`src/rtl/bm_pkg.sv`:
```
// Package: constants shared by the burst-mode engine modules.
// Assumes: nothing beyond IEEE 1800-2017.
package bm_pkg;
    // Depth of the input synchroniser chain.
    localparam int unsigned BM_SYNC_STAGES = 2;

    // Classification of an input bit relative to the state-entry snapshot.
    typedef enum logic [1:0] {
        BM_STEADY  = 2'b00,
        BM_ROSE    = 2'b01,
        BM_FELL    = 2'b10
    } bm_move_e;
endpackage

```
`src/rtl/bm_sync.sv`:
```
// Module: bm_sync
// Multi-stage synchroniser for a vector of asynchronous handshake inputs.
// Assumes: each input is held long enough to be sampled (fundamental mode);
// the reset value equals the expected idle input levels.
module bm_sync #(
    parameter int unsigned W      = 3,
    parameter int unsigned STAGES = 2,
    parameter logic [W-1:0] INIT  = '0
) (
    input  logic         clk,
    input  logic         rst_n,
    input  logic [W-1:0] d,
    output logic [W-1:0] q
);
    logic [W-1:0] stg [STAGES];

    // Shift the raw inputs through the chain of flops.
    always_ff @(posedge clk) begin
        if (!rst_n) begin
            for (int k = 0; k < STAGES; k++) stg[k] <= INIT;
        end else begin
            stg[0] <= d;
            for (int k = 1; k < STAGES; k++) stg[k] <= stg[k-1];
        end
    end

    assign q = stg[STAGES-1];
endmodule

```
`src/rtl/bm_tracker.sv`:
```
// Module: bm_tracker
// Keeps the state-entry input snapshot, the mask of bits seen changing since
// entry and the mask of transitions carried in from the previous edge.
// Derives the rise/fall vectors and detects a reversal inside a burst.
// Assumes: fire is only asserted when the burst on the current state is legal.
module bm_tracker #(
    parameter int unsigned N_IN      = 3,
    parameter logic [N_IN-1:0] INIT_IN = '0
) (
    input  logic            clk,
    input  logic            rst_n,
    input  logic [N_IN-1:0] s,
    input  logic            fire,
    input  logic [N_IN-1:0] carry_mask,
    output logic [N_IN-1:0] chg,
    output logic [N_IN-1:0] rise,
    output logic [N_IN-1:0] fall,
    output logic [N_IN-1:0] pre,
    output logic            reversal
);
    import bm_pkg::*;

    logic [N_IN-1:0] snap_q;
    logic [N_IN-1:0] seen_q;
    logic [N_IN-1:0] pre_q;
    logic [N_IN-1:0] keep;
    bm_move_e        move [N_IN];

    // Per-bit movement classification against the snapshot.
    always_comb begin
        for (int b = 0; b < N_IN; b++) begin
            if (s[b] == snap_q[b])  move[b] = BM_STEADY;
            else if (s[b])          move[b] = BM_ROSE;
            else                    move[b] = BM_FELL;
        end
    end

    // Collapse the classification into vectors for the edge matcher.
    always_comb begin
        for (int b = 0; b < N_IN; b++) begin
            rise[b] = (move[b] == BM_ROSE);
            fall[b] = (move[b] == BM_FELL);
        end
        chg      = rise | fall;
        keep     = carry_mask & chg;
        reversal = |(seen_q & ~chg);
        pre      = pre_q;
    end

    // Refresh the snapshot on a firing, keeping carried transitions pending.
    always_ff @(posedge clk) begin
        if (!rst_n) begin
            snap_q <= INIT_IN;
            seen_q <= '0;
            pre_q  <= '0;
        end else if (fire) begin
            snap_q <= (s & ~keep) | (snap_q & keep);
            seen_q <= keep;
            pre_q  <= keep;
        end else begin
            seen_q <= seen_q | chg;
        end
    end

    // a carried bit is still seen as changed right after the firing.
    a_r9_carry_pending: assert property (@(posedge clk) disable iff (!rst_n)
        (fire && |keep) |=> ((pre_q & seen_q) == pre_q));
endmodule

```
`src/rtl/bm_match.sv`:
```
// Module: bm_match
// Evaluates every edge of the parameter table against the current state and
// the observed burst; returns the legal transition masks for the state and
// the lowest-index eligible edge.
// Assumes: table vectors are packed with edge e at slice [e*W +: W].
module bm_match #(
    parameter int unsigned N_IN   = 3,
    parameter int unsigned N_OUT  = 1,
    parameter int unsigned SW     = 1,
    parameter int unsigned N_EDGE = 6,
    parameter logic [N_EDGE*SW-1:0]    EDGE_SRC   = '0,
    parameter logic [N_EDGE*SW-1:0]    EDGE_DST   = '0,
    parameter logic [N_EDGE*N_IN-1:0]  EDGE_RISE  = '0,
    parameter logic [N_EDGE*N_IN-1:0]  EDGE_FALL  = '0,
    parameter logic [N_EDGE*N_IN-1:0]  EDGE_OPT   = '0,
    parameter logic [N_EDGE*N_IN-1:0]  EDGE_CARRY = '0,
    parameter logic [N_EDGE*N_IN-1:0]  EDGE_LVLM  = '0,
    parameter logic [N_EDGE*N_IN-1:0]  EDGE_LVLV  = '0,
    parameter logic [N_EDGE*N_OUT-1:0] EDGE_TOG   = '0
) (
    input  logic [SW-1:0]    cur_state,
    input  logic [N_IN-1:0]  s,
    input  logic [N_IN-1:0]  chg,
    input  logic [N_IN-1:0]  rise,
    input  logic [N_IN-1:0]  fall,
    input  logic [N_IN-1:0]  pre,
    output logic [N_IN-1:0]  legal_rise,
    output logic [N_IN-1:0]  legal_fall,
    output logic             hit,
    output logic [SW-1:0]    hit_dst,
    output logic [N_OUT-1:0] hit_tog,
    output logic [N_IN-1:0]  hit_carry
);
    logic [N_EDGE-1:0] elig;
    logic [N_IN-1:0]   lr_arr [N_EDGE];
    logic [N_IN-1:0]   lf_arr [N_EDGE];

    for (genvar e = 0; e < N_EDGE; e++) begin : g_edge
        localparam logic [SW-1:0]   SRC  = EDGE_SRC[e*SW +: SW];
        localparam logic [N_IN-1:0] RQR  = EDGE_RISE[e*N_IN +: N_IN];
        localparam logic [N_IN-1:0] RQF  = EDGE_FALL[e*N_IN +: N_IN];
        localparam logic [N_IN-1:0] OPT  = EDGE_OPT[e*N_IN +: N_IN] | EDGE_CARRY[e*N_IN +: N_IN];
        localparam logic [N_IN-1:0] LVM  = EDGE_LVLM[e*N_IN +: N_IN];
        localparam logic [N_IN-1:0] LVV  = EDGE_LVLV[e*N_IN +: N_IN];
        logic src_ok;

        // Edge applies only while the engine sits in its source state.
        assign src_ok     = (cur_state == SRC);
        assign lr_arr[e]  = src_ok ? (RQR | OPT) : '0;
        assign lf_arr[e]  = src_ok ? (RQF | OPT) : '0;
        // Burst complete, held levels match, and one required bit is fresh.
        assign elig[e] = src_ok
                      && ((RQR & ~rise) == '0)
                      && ((RQF & ~fall) == '0)
                      && (((s ^ LVV) & LVM) == '0)
                      && (((RQR | RQF) & chg & ~pre) != '0);
    end

    // Union of the transitions any edge of the current state tolerates.
    always_comb begin
        legal_rise = '0;
        legal_fall = '0;
        for (int e = 0; e < N_EDGE; e++) begin
            legal_rise = legal_rise | lr_arr[e];
            legal_fall = legal_fall | lf_arr[e];
        end
    end

    // Lowest-index eligible edge wins.
    always_comb begin
        hit       = 1'b0;
        hit_dst   = '0;
        hit_tog   = '0;
        hit_carry = '0;
        for (int e = N_EDGE - 1; e >= 0; e--) begin
            if (elig[e]) begin
                hit       = 1'b1;
                hit_dst   = EDGE_DST[e*SW +: SW];
                hit_tog   = EDGE_TOG[e*N_OUT +: N_OUT];
                hit_carry = EDGE_CARRY[e*N_IN +: N_IN];
            end
        end
    end
endmodule

```
`src/rtl/bm_engine.sv`:
```
// Module: bm_engine (top)
// Clocked burst-mode Mealy controller. Synchronises the handshake inputs,
// tracks transitions since the last stable state, fires the matching table
// edge (state move and output toggles together) and flags illegal activity.
// Assumes: the environment obeys fundamental mode; the default table is a
// flip-flop: in[0]=data, in[1]=clock-like, in[2]=unused spare, out[0]=value.
module bm_engine #(
    parameter int unsigned N_IN    = 3,
    parameter int unsigned N_OUT   = 1,
    parameter int unsigned N_STATE = 2,
    parameter int unsigned N_EDGE  = 6,
    parameter int unsigned SW      = (N_STATE > 1) ? $clog2(N_STATE) : 1,
    parameter logic [N_IN-1:0]  INIT_IN    = '0,
    parameter logic [N_OUT-1:0] INIT_OUT   = '0,
    parameter logic [SW-1:0]    INIT_STATE = '0,
    parameter logic [N_EDGE*SW-1:0]    EDGE_SRC   = 6'b111000,
    parameter logic [N_EDGE*SW-1:0]    EDGE_DST   = 6'b101001,
    parameter logic [N_EDGE*N_IN-1:0]  EDGE_RISE  = 18'b000_010_010_000_010_010,
    parameter logic [N_EDGE*N_IN-1:0]  EDGE_FALL  = 18'b010_000_000_010_000_000,
    parameter logic [N_EDGE*N_IN-1:0]  EDGE_OPT   = 18'b001_001_001_001_001_001,
    parameter logic [N_EDGE*N_IN-1:0]  EDGE_CARRY = 18'b000_000_000_000_000_000,
    parameter logic [N_EDGE*N_IN-1:0]  EDGE_LVLM  = 18'b000_001_001_000_001_001,
    parameter logic [N_EDGE*N_IN-1:0]  EDGE_LVLV  = 18'b000_000_001_000_000_001,
    parameter logic [N_EDGE*N_OUT-1:0] EDGE_TOG   = 6'b010001
) (
    input  logic             clk,
    input  logic             rst_n,
    input  logic [N_IN-1:0]  in_async,
    output logic [N_OUT-1:0] out_o,
    output logic [SW-1:0]    state_o,
    output logic             fire_o,
    output logic             err_o
);
    import bm_pkg::*;

    logic [N_IN-1:0]  s;
    logic [N_IN-1:0]  chg, rise, fall, pre;
    logic             reversal;
    logic [N_IN-1:0]  legal_rise, legal_fall;
    logic             hit;
    logic [SW-1:0]    hit_dst;
    logic [N_OUT-1:0] hit_tog;
    logic [N_IN-1:0]  hit_carry;
    logic             illegal;
    logic             fire;
    logic [SW-1:0]    state_q;
    logic [N_OUT-1:0] out_q;
    logic             err_q;
    logic             fire_q;

    bm_sync #(.W(N_IN), .STAGES(BM_SYNC_STAGES), .INIT(INIT_IN)) u_sync (
        .clk(clk), .rst_n(rst_n), .d(in_async), .q(s)
    );

    bm_tracker #(.N_IN(N_IN), .INIT_IN(INIT_IN)) u_track (
        .clk(clk), .rst_n(rst_n), .s(s), .fire(fire), .carry_mask(hit_carry),
        .chg(chg), .rise(rise), .fall(fall), .pre(pre), .reversal(reversal)
    );

    bm_match #(
        .N_IN(N_IN), .N_OUT(N_OUT), .SW(SW), .N_EDGE(N_EDGE),
        .EDGE_SRC(EDGE_SRC), .EDGE_DST(EDGE_DST), .EDGE_RISE(EDGE_RISE),
        .EDGE_FALL(EDGE_FALL), .EDGE_OPT(EDGE_OPT), .EDGE_CARRY(EDGE_CARRY),
        .EDGE_LVLM(EDGE_LVLM), .EDGE_LVLV(EDGE_LVLV), .EDGE_TOG(EDGE_TOG)
    ) u_match (
        .cur_state(state_q), .s(s), .chg(chg), .rise(rise), .fall(fall),
        .pre(pre), .legal_rise(legal_rise), .legal_fall(legal_fall),
        .hit(hit), .hit_dst(hit_dst), .hit_tog(hit_tog), .hit_carry(hit_carry)
    );

    // Unlisted direction or a reversal inside the burst is illegal.
    assign illegal = (|(rise & ~legal_rise)) || (|(fall & ~legal_fall)) || reversal;
    // Fire only when legal, not frozen, and not in the settle cycle.
    assign fire    = hit && !illegal && !err_q && !fire_q;

    // Commit the state move, output toggles and the flags.
    always_ff @(posedge clk) begin
        if (!rst_n) begin
            state_q <= INIT_STATE;
            out_q   <= INIT_OUT;
            err_q   <= 1'b0;
            fire_q  <= 1'b0;
        end else begin
            fire_q <= fire;
            if (fire) begin
                state_q <= hit_dst;
                out_q   <= out_q ^ hit_tog;
            end
            if (illegal && !fire_q) err_q <= 1'b1;
        end
    end

    assign out_o   = out_q;
    assign state_o = state_q;
    assign fire_o  = fire_q;
    assign err_o   = err_q;

    // first cycle after reset shows the initial values.
    a_r1_reset_values: assert property (@(posedge clk) disable iff (!rst_n)
        $past(!rst_n) |-> (state_q == INIT_STATE && out_q == INIT_OUT && !err_q));
    // outputs move only together with a firing.
    a_r3_out_with_fire: assert property (@(posedge clk) disable iff (!rst_n)
        !$stable(out_q) |-> fire_q);
    // state moves only together with a firing.
    a_r3_state_with_fire: assert property (@(posedge clk) disable iff (!rst_n)
        !$stable(state_q) |-> fire_q);
    // a frozen engine never fires.
    a_r6_err_freeze: assert property (@(posedge clk) disable iff (!rst_n)
        err_q |=> !fire_q);
    // no firing in the cycle after a firing.
    a_r10_settle: assert property (@(posedge clk) disable iff (!rst_n)
        fire_q |=> !fire_q);
    // the error flag is sticky.
    a_r11_err_sticky: assert property (@(posedge clk) disable iff (!rst_n)
        err_q |=> err_q);
endmodule

```
`config.mk`:
```
export PLATFORM = sky130hd
export DESIGN_NAME = bm_engine
export DESIGN_NICKNAME = d
export VERILOG_FILES = /design/src/rtl/bm_pkg.sv /design/src/rtl/bm_sync.sv /design/src/rtl/bm_tracker.sv /design/src/rtl/bm_match.sv /design/src/rtl/bm_engine.sv
export SDC_FILE = /design/constraint.sdc
export NUM_CORES = 1
export LEC_CHECK = 0
export BUFFER_PORTS_ARGS = -buffer_cell sky130_fd_sc_hd__buf_2
export CAP_MARGIN = 20
export CELL_PAD_IN_SITES_DETAIL_PLACEMENT = 1
export CELL_PAD_IN_SITES_GLOBAL_PLACEMENT = 1
export CORE_MARGIN = 5
export CORE_UTILIZATION = 35
export CTS_CLUSTER_DIAMETER = 40
export DETAILED_ROUTE_END_ITERATION = 8
export PLACE_DENSITY = 0.63
export SYNTH_ARGS = -nofsm -noshare
export SYNTH_HDL_FRONTEND = slang
export SYNTH_SLANG_ARGS = --single-unit
```
`constraint.sdc`:
```
create_clock -name clk -period 4 [get_ports clk]
set_clock_uncertainty 0.15 [all_clocks]
set_input_delay 0.2 -clock clk [delete_from_list [all_inputs] [get_ports clk]]
set_output_delay 0.2 -clock clk [all_outputs]
set_load 0.05 [all_outputs]
```
**Yosys cells after proc, flatten, opt, wreduce, memory -nomap -nowiden**

Memory sizes are Yosys's and may differ from the RTL's.
Index checks and enable logic that the tools add are counted.
Widths: inputs -> output; s select.

- Equality and inequality tests: 9
- Multiplexer cells: 30
- Bitwise gates (word level): 26
- Reduce and logical (&&, ||, !) cells: 31

Operator list:

| cell | number |
|---|---|
| $or 3x3->3 | 8 |
| $mux 1 | 20 |
| $logic_and 1x1->1 | 18 |
| $mux 2 | 8 |
| $logic_not 3->1 | 4 |
| $and 3x3->3 | 3 |
| $not 3->3 | 3 |
| $reduce_or 3->1 | 3 |
| $eq 2x1->1 const B | 3 |
| $eq 2x2->1 const B | 3 |
| $mux 3 | 2 |
| $or 3x2->3 | 2 |
| $not 2->2 | 2 |
| $eq 1x1->1 | 3 |
| $logic_not 1->1 | 3 |
| $not 1->1 | 3 |
| $or 1x1->1 | 3 |
| $or 3x1->3 | 1 |
| $logic_or 1x1->1 | 2 |
| $reduce_or 2->1 | 1 |
| $xor 1x1->1 | 1 |

- Bits in registers: 10
- Memory bits (writable): 6
- Input bits: 5
- Logic and storage cells: 103
- Memories: 1

Memories:

| memory | depth | width | read ports | clocked after memory_dff | write ports | line | source |
|---|---|---|---|---|---|---|---|
| u_sync.stg | 2 | 3 | 2 | 0 | 2 | bm_sync.sv:15 | `logic [W-1:0] stg [STAGES];` |

**Depth between registers and ports, before layout**

Gate-level depths: netlist of the first run.
An unclocked memory read counts as a cell.

- Depth in word-level cells: 18
- Gate-level depth with buffers: 6
- Mapped depth without buffers: 6

**By module**

Synthesis of the first run repeated with hierarchy kept, for this count alone.

- Cell total of the unflattened synthesis: 116
- Area total of the unflattened synthesis: 1049.8 µm²

By module, submodules not included:

| module | times used | cells each | area an instance (µm²) |
|---|---|---|---|
| bm_tracker | 1 | 56 | 509.2 |
| bm_engine | 1 | 26 | 234.0 |
| bm_sync | 1 | 15 | 180.2 |
| bm_match | 1 | 19 | 126.4 |

**Worst setup path before layout of the first run**

No wires, ideal clock.

- Path kind: reg2reg
- Start point: memory u_sync.stg[1][1], in the netlist u_sync.stg[0][4]
- End point: register out_q, in the netlist out_o
- Library setup time: 70 ps
- Data arrival time: 1928 ps
- Data required time: 3780 ps
- Slack: 1852 ps
- Cell stages (with the launch flop): 7
- Path buffers: 0
- Cells stage by stage: dfxtp_1 inv_1 ha_1 or3_4 a211o_1 or4_1 a21oi_1

RTL lines:

| item | line | source |
|---|---|---|
| start: declaration | bm_sync.sv:15 |  |
| end signal: assignment | bm_engine.sv:87 | `out_q <= out_q ^ hit_tog;` |
| end: declaration | bm_engine.sv:47 | `logic [N_OUT-1:0] out_q;` |

==> impl_metrics.py, run 1 <==
metrics = {
    "finish": {
        "fillers": 217,
        "fin_util_pct": 44.40,
        "design_area_sq_um": 758.2,
        "final_nets": 89,
        "drive_gt1_share_pct": 16.05,
        "seqCellArea_sq_um": 320.3,
        "multi_input_area_sq_um": 281.5,
        "post_layout_nonfiller_instances": 106,
        "n_antenna_cell": 0,
        "syn2layout_area_growth_pct": 20.72,
    },
    "sta": {
        "drv_slew": 0,
        "setup_violations": 0,
        "rsz0062_at_grt": "false",
        "setup_tns_ns": 0,
        "hold_viol_final": 0,
        "min_period_ns": 2.294,
        "worst_pin_slew_ns": 0.3523,
        "fmax_mhz": 435.9,
        "finalCritPeriodShare_pct": 57.35,
        "max-slew-margin-rel_pct": 76.34,
    },
    "synth": {
        "yosysMostFrequentCell": "dfxtp_1",
        "yosys.area_share.simple_pct": 22.31,
        "synthXorXnorAreaFrac_pct": 4.183,
        "synth_area_leaders": "dfxtp_1 51%, and2_1 7.0%, nand2_1 6.6%",
        "synth.net_count": 75,
        "synthMuxAreaShare_pct": 4.781,
        "synth_edf_count": 0,
        "async_flop_share_pct": 0,
        "ys.flop_type": "dfxtp_1",
        "synth_cells": 68,
        "synth-compound-area-share_pct": 9.562,
        "netlist_area_sq_um": 628.1,
        "synth_top_cell_area_share_pct": 51.00,
        "synthAdderAreaFrac_pct": 3.984,
        "yosysUniqueCellTypes": 20,
        "synth_top_area_cell": "dfxtp_1",
        "synth_top_family_by_area": "simple AND/OR/NAND/NOR gates",
        "syn_area_per_cell_sq_um": 9.237,
        "yosysWarnings": 0,
        "synthTopCellsByCount": "16 x dfxtp_1, 11 x nand2_1, 7 x and2_1",
        "ys_seq_area_share_pct": 51.00,
        "synth-seq-cells": 16,
    },
    "drt": {
        "drc": 0,
        "drt-met1-wl_microns": 581,
        "dr_wl_met2_microns": 496,
        "top_layer": "met4",
        "ant_nets": 0,
        "vias": 483,
        "firstDrtPassIters": 2,
        "wire_per_inst_microns": 10.73,
        "first_iter_violations": 4,
        "wl_met3_microns": 49,
        "routed_wl_microns": 1137,
        "vias_per_cell": 4.557,
    },
    "grt": {
        "grt_pass1_wl_microns": 2028,
        "antenna_found_initial": 0,
        "grt_overflow_total": 0,
        "grtUsageTotal_pct": 10.19,
        "grt_max_degree": 18,
        "grt_pass1_vias": 460,
    },
    "pwr": {
        "leakage_nw": 0.3121,
        "design_power_total_w": 0.0003016,
        "ir_drop_v": 0.0002583,
        "p_per_area_nw_per_um2": 397.8,
    },
    "floorplanning": {
        "dieWidth_microns": 52.36,
        "row_count": 15,
        "fp.dieH_microns": 52.36,
        "initial_core_util_pct": 36.78,
        "io_pins": 9,
        "die_area_sq_um": 2742,
        "coreArea_sq_um": 1708,
    },
    "placement": {
        "finalWeightedCongestion": 0.8172,
        "dp_hpwl_microns": 883.9,
        "place_inst": 99,
        "dpl_cell_area_sq_um": 691.9,
        "io_buffers": 8,
    },
    "clock_tree": {
        "clock_sink_count": 16,
        "clock_latency_ns": 0.29,
        "cts_root_buffer": "clkbuf_4",
        "cts_buffers": 3,
        "htreeDepth": 1,
        "cts.clk_slew.worst_paths_ns": 0.10,
        "cts_tree": "done",
        "cts_setup_buffers": 0,
        "clockBufferDepth": 2,
    },
    "critical_path": {
        "crit_type": "reg -> reg",
        "endpoint_kind": "register",
        "cp.arrival_ns": 2.37,
        "cp_max_fo": 4,
        "required_ns": 4.08,
        "start_kind": "register",
    },
    "status": {
        "status": "finished, final reports clean",
    },
    "job": {
        "max_cap_violations": 0,
    },
    "worst_hold_path": {
        "hold_class": "in -> reg",
    },
}
## routing by layer
metal	vias up	track usage, %
met1	222	12.85
li1	252	-
met5	-	0
met2	7	15.91
met4	0	3.830
met3	2	3.419
## critical path: stages (launching register included)
cell and delay (ns):
dfxtp_1 0.39, inv_1 0.06, ha_1 0.33, or3_4 0.38
a211o_1 0.31, or4_1 0.47, a21oi_1 0.15
## timing repair
item,in CTS,in global routing
hold endpoints to repair,3,0
resized for setup,0,0
hold buffers,3,0
## state kept, by name (all words and copies together), names as in the netlist
name            cells
state_o             1
out_o               1
err_o               1
fire_o              1
u_sync.stg          6
u_track.snap_q      3
u_track.seen_q      3
## worst paths after layout
path	to	slack [ns]	cells past startpoint	startpoint
max	out_o	1.71	6	u_sync.stg[0][4]
min	u_track.seen_q[1]	0.13	3	rst_n
max reg2reg	out_o	1.71	6	u_sync.stg[0][4]
min reg2reg	u_sync.stg[0][5]	0.29	1	u_sync.stg[0][2]
## cell type report
cell class | count | area share (%)
Clock buffer | 4 | 4.785
Sequential cell | 16 | 42.24
Inverter | 5 | 2.475
Timing Repair Buffer | 11 | 9.241
Multi-Input combinational cell | 45 | 37.13
Tap cell | 25 | 4.125
## cell usage in the layout (no fill, tap or decap)
cell	netlist	routed
clkbuf_8	0	1
o21a_1	1	1
buf_2	0	8
dfxtp_1	16	16
xnor2_1	2	2
ha_1	2	2
nand2_1	11	11
dlygate4sd3_1	0	3
nand3_1	3	3
inv_1	5	5
nor2_1	3	3
a21oi_1	2	2
clkbuf_4	0	3
o31ai_1	2	2
a41oi_1	1	1
nor3_1	2	2
mux2i_1	3	3
and2_1	7	7
xor2_1	1	1
or4_1	1	1
a211o_1	1	1
o21ai_0	2	2
or3_4	1	1
## stage by stage
stage | worst slack [ns] | hold slack (ns)
finish | 1.706 | 0.1292
global route | 1.595 | 0.1522
CTS | 1.685 | 0.1293
detailed placement | 1.707 | 0.2627
global placement | 1.808 | 0.2550
floorplan | 1.852 | 0.1773
## power breakdown
group | total [W] | internal [W] | switching (W)
combinational | 0.0000249 | 0.0000104 | 0.0000145
sequential | 0.000168 | 0.000165 | 0.00000313
clock | 0.000109 | 0.0000554 | 0.0000532
## logic make-up after synthesis
logic type	after synthesis
compound gates	9
xor+xnor	3
fa+ha+maj	2
buf+inv	7
flops	16
mux	3
simple gates	28
Power figures use the tool's default switching activity.
==> run 2: changes to the inputs <==
==> constraint.sdc (replaced) <==
create_clock -name clk -period 2.3 [get_ports clk]
set_clock_uncertainty 0.15 [all_clocks]
set_input_delay 0.115 -clock clk [delete_from_list [all_inputs] [get_ports clk]]
set_output_delay 0.115 -clock clk [all_outputs]
set_load 0.05 [all_outputs]
==> run 2 against run 1 <==
Routed wire length is 4.7% higher. Count of clock-buffer cells in the layout stayed put. Total power is 74% higher. Combinational power is 80% higher. Critical path type unchanged. Largest cell class unchanged.
==> impl_metrics.py, run 2 (same netlist as run 1, synthesis figures left out) <==
metrics = {
    "sta": {
        "hold_viol_final": 0,
        "min_period_ns": 2.163,
        "finalCritPeriodShare_pct": 94.04,
        "setup_tns_ns": 0,
        "drv_slew": 0,
        "worst_pin_slew_ns": 0.3514,
        "max-slew-margin-rel_pct": 76.40,
        "rsz0062_at_grt": "false",
        "setup_violations": 0,
        "fin_hold_ws_ns": 0.04419,
        "fmax_mhz": 462.4,
    },
    "worst_hold_path": {
        "hold_class": "in -> reg",
    },
    "drt": {
        "ant_nets": 0,
        "first_iter_violations": 3,
        "vias_per_cell": 4.570,
        "firstDrtPassIters": 2,
        "wire_per_inst_microns": 11.13,
        "vias": 489,
        "routed_wl_microns": 1191,
        "drc": 0,
    },
    "grt": {
        "grt_overflow_total": 0,
        "grt_max_degree": 18,
        "grtUsageTotal_pct": 10.19,
        "grt_pass1_wl_microns": 2028,
        "antenna_found_initial": 0,
        "grt_pass1_vias": 460,
    },
    "placement": {
        "io_buffers": 8,
        "finalWeightedCongestion": 0.8172,
        "dpl_cell_area_sq_um": 691.9,
        "dp_hpwl_microns": 883.9,
    },
    "critical_path": {
        "cp.arrival_ns": 2.24,
        "start_kind": "register",
        "endpoint_kind": "register",
        "required_ns": 2.38,
        "crit_type": "reg -> reg",
        "cp_max_fo": 4,
    },
    "clock_tree": {
        "cts.clk_slew.worst_paths_ns": 0.10,
        "clock_sink_count": 16,
        "cts_buffers": 3,
        "cts_tree": "done",
        "htreeDepth": 1,
        "clock_latency_ns": 0.29,
        "cts_root_buffer": "clkbuf_4",
        "clockBufferDepth": 2,
    },
    "finish": {
        "drive_gt1_share_pct": 19.51,
        "mostFrequentLayoutCell": "dfxtp_1",
        "multi_input_area_sq_um": 294.0,
        "syn2layout_area_growth_pct": 24.10,
        "seqCellArea_sq_um": 321.6,
        "reg.largest.list": "u_sync.stg (6), u_track.seen_q (3), u_track.snap_q (3)",
        "layout_common_cells": "15 x dfxtp_1, 11 x nand2_1, 8 x buf_2",
        "design_area_sq_um": 779.5,
        "n_antenna_cell": 0,
        "top_register": "u_sync.stg",
        "final_nets": 90,
        "fillers": 219,
        "largest_register_ffs": 6,
    },
    "floorplanning": {
        "fp.dieH_microns": 52.36,
        "initial_core_util_pct": 36.78,
        "io_pins": 9,
        "dieWidth_microns": 52.36,
        "die_area_sq_um": 2742,
        "coreArea_sq_um": 1708,
        "row_count": 15,
    },
    "status": {
        "status": "finished, final reports clean",
    },
    "pwr": {
        "p_per_area_nw_per_um2": 674.3,
        "ir_drop_v": 0.0004457,
        "leakage_nw": 0.3172,
    },
    "job": {
        "max_cap_violations": 0,
    },
}
-- run 2: worst max-delay path, stage by stage (launching register included) --
cell and delay [ns]:
dfxtp_2 0.36, inv_1 0.07, ha_4 0.25, or3_4 0.36, a211o_1 0.28, or4_1 0.48
a21oi_1 0.15
-- run 2: what timing repair did --
action	4_1_cts	5_1_grt
endpoints found under the hold margin	3	0
hold buffers	3	0
setup endpoints to repair	1	1
gates resized for setup	1	1
buffers inserted	0	1
pin swaps	0	1
-- run 2: metrics by stage --
stage / utilization (%) / cells / setup WS [ns] / power [W]
global placement: 40.51 / 99 / 0.1080 / 0.0003378
detailed placement: 40.51 / 99 / 0.006944 / 0.0003394
finish: 45.64 / 107 / 0.1371 / 0.0005256
global route: 45.64 / 107 / 0.04861 / 0.0005497
floorplan: - / 68 / 0.1517 / 0.0003280
CTS: 44.47 / 106 / 0.02473 / 0.0005307
-- run 2: area by class of cell --
class                   count  area share (%)
inverters                   5           2.408
flip-flops and latches     16           41.25
well taps                  25           4.013
multi-input cells          45           37.72
clock buffers               4           4.655
repair buffers             12           9.952
-- run 2: path summary, 6_finish.rpt --
path	start	to	slack, ns	depth (start not counted)
max	u_sync.stg[0][4]	out_o	0.14	6
min	rst_n	err_o	0.04	2
max reg2reg	u_sync.stg[0][4]	out_o	0.14	6
min reg2reg	u_sync.stg[0][2]	u_sync.stg[0][5]	0.29	1
-- run 2: layer usage --
layer | vias to the layer above | track usage [%] | wire [microns]
li1 | 254 | - | -
met1 | 224 | 12.85 | 595
met2 | 9 | 15.91 | 530
met3 | 2 | 3.419 | 56
met4 | 0 | 3.830 | 9
met5 | - | 0 | 0
-- run 2: report_power, final --
group	internal [W]	switching, W
logic	0.0000189	0.0000258
clock network	0.0000963	0.0000921
registers	0.000287	0.00000544
total	0.000402	0.000123
==> run 3: changes to the inputs <==
--- a/config.mk
+++ b/config.mk
@@ -5,6 +5,7 @@
 export SDC_FILE = /design/constraint.sdc
 export NUM_CORES = 1
 export LEC_CHECK = 0
+export ABC_AREA = 1
 export BUFFER_PORTS_ARGS = -buffer_cell sky130_fd_sc_hd__buf_2
 export CAP_MARGIN = 20
 export CELL_PAD_IN_SITES_DETAIL_PLACEMENT = 1
@@ -13,7 +14,8 @@
 export CORE_UTILIZATION = 35
 export CTS_CLUSTER_DIAMETER = 40
 export DETAILED_ROUTE_END_ITERATION = 8
-export PLACE_DENSITY = 0.63
+export PLACE_DENSITY = 0.65
+export RECOVER_POWER = 50
 export SYNTH_ARGS = -nofsm -noshare
 export SYNTH_HDL_FRONTEND = slang
 export SYNTH_SLANG_ARGS = --single-unit
==> run 3 against run 2 <==
Cell area is 5.9% higher. Total power up 1.7%. Via count grew 19%. Count of clock-buffer cells in the layout did not move. Sequential share of layout area fell by 2.5 points. Worst hold slack got worse by 0.021 ns. Critical path depth rose by 2. Sequential power about the same. Combinational power rose by 13%. Clock power is 2% higher. First-iteration DRC count grew to 3.0 times the previous value. Global-route usage rose by 1.9 points. Critical endpoint is now u_track.seen_q[0].
==> impl_metrics.py, run 3 <==
metrics = {
    "sta": {
        "min_period_ns": 1.726,
        "fin_ws_ns": 0.5741,
        "drv_slew": 0,
        "fmax_mhz": 579.4,
        "setup_tns_ns": 0,
        "setup_violations": 0,
        "max-slew-margin-rel_pct": 59.87,
        "worst_pin_slew_ns": 0.6045,
        "hold_viol_final": 0,
        "finalCritPeriodShare_pct": 75.04,
        "rsz0062_at_grt": "false",
    },
    "critical_path": {
        "r2r_start": "u_sync.stg[0][4]",
        "cp_max_fo": 6,
        "crit_chain": "inv_1 > ha_1 > nand2_1 > inv_1 > nor3_2 > nand3_2 > nand2_1 > nor2_1",
        "r2r_slack_ns": 0.57,
        "required_ns": 2.34,
        "r2r_cells": 8,
        "critPathMaxStageDelay_ns": 0.37,
        "endpoint_kind": "register",
        "crit_type": "reg -> reg",
        "start_kind": "register",
        "crit_end": "u_track.seen_q[0]",
        "regToRegEndpoint": "u_track.seen_q[0]",
        "crit_slowest_cell": "dfxtp_1",
        "cp.arrival_ns": 1.77,
        "startpoint": "u_sync.stg[0][4]",
    },
    "finish": {
        "fillers": 256,
        "largest_register_ffs": 6,
        "layout_common_cells": "22 x nand2_1, 21 x inv_1, 16 x dfxtp_1",
        "reg.largest.list": "u_sync.stg (6), u_track.seen_q (3), u_track.snap_q (3)",
        "seqCellArea_sq_um": 320.3,
        "multi_input_area_sq_um": 286.5,
        "final_nets": 117,
        "n_antenna_cell": 0,
        "syn2layout_area_growth_pct": 18.07,
        "mostFrequentLayoutCell": "nand2_1",
        "drive_gt1_share_pct": 16.51,
        "top_register": "u_sync.stg",
    },
    "clock_tree": {
        "cts_root_buffer": "clkbuf_4",
        "clock_sink_count": 16,
        "htreeDepth": 1,
        "cts_tree": "done",
        "cts.clk_slew.worst_paths_ns": 0.11,
        "clock_latency_ns": 0.29,
        "cts_buffers": 3,
        "clockBufferDepth": 2,
        "cts_resized": 0,
    },
    "synth": {
        "yosysMostFrequentCell": "nand2_1",
        "synth_edf_count": 0,
        "synthTopCellsByCount": "22 x nand2_1, 21 x inv_1, 16 x dfxtp_1",
        "syn_area_per_cell_sq_um": 7.286,
        "netlist_area_sq_um": 699.4,
        "synth_cells": 96,
        "synth.net_count": 103,
        "synth_top_area_cell": "dfxtp_1",
        "async_flop_share_pct": 0,
        "synth_top_cell_area_share_pct": 45.80,
        "yosysWarnings": 0,
        "yosysUniqueCellTypes": 17,
        "ys_seq_area_share_pct": 45.80,
        "synth-seq-cells": 16,
        "ys.flop_type": "dfxtp_1",
        "synth_area_leaders": "dfxtp_1 46%, nand2_1 12%, inv_1 11%",
    },
    "floorplanning": {
        "fp.dieH_microns": 54.70,
        "initial_core_util_pct": 36.02,
        "die_area_sq_um": 2992,
        "io_pins": 9,
        "row_count": 16,
        "coreArea_sq_um": 1942,
        "dieWidth_microns": 54.70,
    },
    "worst_hold_path": {
        "hold_class": "in -> reg",
    },
    "pwr": {
        "p_clk_share_pct": 35.9,
        "p_seq_share_pct": 54.6,
        "ir_drop_v": 0.0003599,
        "leakage_nw": 0.4291,
        "switching_share_pct": 24.96,
        "p_int_w": 0.0004010,
        "pwr-share-comb_pct": 9.5,
        "p_per_area_nw_per_um2": 647.1,
        "switching_power_w": 0.0001334,
    },
    "grt": {
        "antenna_found_initial": 0,
        "grt_pass1_wl_microns": 2435,
        "grt_pass1_vias": 594,
        "grt_max_degree": 18,
        "grtUsageTotal_pct": 12.06,
        "grt_overflow_total": 0,
    },
    "drt": {
        "firstDrtPassIters": 4,
        "routed_wl_microns": 1357,
        "first_iter_violations": 9,
        "ant_nets": 0,
        "drc": 0,
        "wire_per_inst_microns": 9.978,
        "vias": 581,
        "vias_per_cell": 4.272,
    },
    "placement": {
        "io_buffers": 8,
        "dp_hpwl_microns": 996,
        "finalWeightedCongestion": 0.7723,
        "dp_slack_ns": 0.6004,
    },
    "status": {
        "status": "finished, final reports clean",
    },
    "job": {
        "max_cap_violations": 0,
    },
}
-- run 3: cell types whose count changed in the layout (fill, tap and decap cells not counted), sizes merged, moves of 2 or more --
cell | before | now
inv | 5 | 22
nand2 | 11 | 24
nand3 | 3 | 12
nor2 | 3 | 12
and2 | 7 | 0
buf | 9 | 5
clkbuf | 4 | 7
mux2i | 3 | 0
o31ai | 2 | 0
xnor2 | 2 | 0
-- run 3: how the worst min path moves through the flow --
stage / slack, ns / from / cells after the start / endpoint
floorplan: 0.06 / in_async[0] / 2 / u_sync.stg[0][0]
global placement: 0.14 / in_async[2] / 3 / u_sync.stg[0][2]
detailed placement: 0.15 / in_async[2] / 3 / u_sync.stg[0][2]
CTS: 0.02 / rst_n / 3 / u_sync.stg[0][5]
global route: 0.04 / rst_n / 3 / u_sync.stg[0][0]
finish: 0.02 / rst_n / 3 / u_sync.stg[0][4]
-- run 3: per-layer routing --
metal / vias to the layer above / GRT usage [%] / part of all wire [%]
li1: 310 / - / -
met1: 259 / 14.10 / 50
met2: 8 / 18.70 / 43
met3: 4 / 2.452 / 3.5
met4: 0 / 9.959 / 2.9
met5: - / 0 / 0
-- run 3: critical path, delay by kind of cell, from the launching register on --
family	cells	cell delay (ns)
flip-flops	1	0.37
buffers and inverters	2	0.12
adder cells (fa/ha/maj)	1	0.33
AND/OR/NAND/NOR	5	0.65
-- run 3: through the flow --
| step | hold WS (ns) | utilization [%] | cell area (sq um) | power (W) | cells |
|---|---|---|---|---|---|
| 2_1_floorplan | 0.06263 | - | 699.4 | 0.0003350 | 96 |
| 3_3_place_gp | 0.1449 | 39.30 | 763.2 | 0.0003449 | 129 |
| 3_5_place_dp | 0.1542 | 39.30 | 763.2 | 0.0003460 | 129 |
| 4_1_cts | 0.01827 | 42.72 | 829.5 | 0.0005491 | 136 |
| 5_1_grt | 0.03676 | 42.53 | 825.8 | 0.0005673 | 136 |
| 6_report | 0.02284 | 42.53 | 825.8 | 0.0005344 | 136 |
-- run 3: power by group through the flow --
stage / registers [W] / clock network [W] / logic (W)
2_1_floorplan: 0.000305 / 0 / 0.0000304
3_3_place_gp: 0.000298 / 0 / 0.0000469
3_5_place_dp: 0.000298 / 0 / 0.0000479
4_1_cts: 0.000292 / 0.000205 / 0.0000521
5_1_grt: 0.000294 / 0.000216 / 0.0000572
6_report: 0.000292 / 0.000192 / 0.0000507
-- run 3: layout make-up --
cell class              count  area share [%]
well taps                  27           4.091
clock buffers               4           4.394
multi-input cells          56           34.70
repair buffers             11           8.030
inverters                  22           10.00
flip-flops and latches     16           38.79
-- run 3: cells by family after synthesis --
kind of cell	share of synthesized area, %
buffers and inverters	13.24
adders and majority gates	3.577
DFF	45.80
and+or+nand+nor	34.53
AOI/OAI and AO/OA	2.861
-- run 3: what timing repair did --
item,in CTS,in global routing
setup buffers,0,0
hold endpoints to repair,3,0
hold buffers,3,0
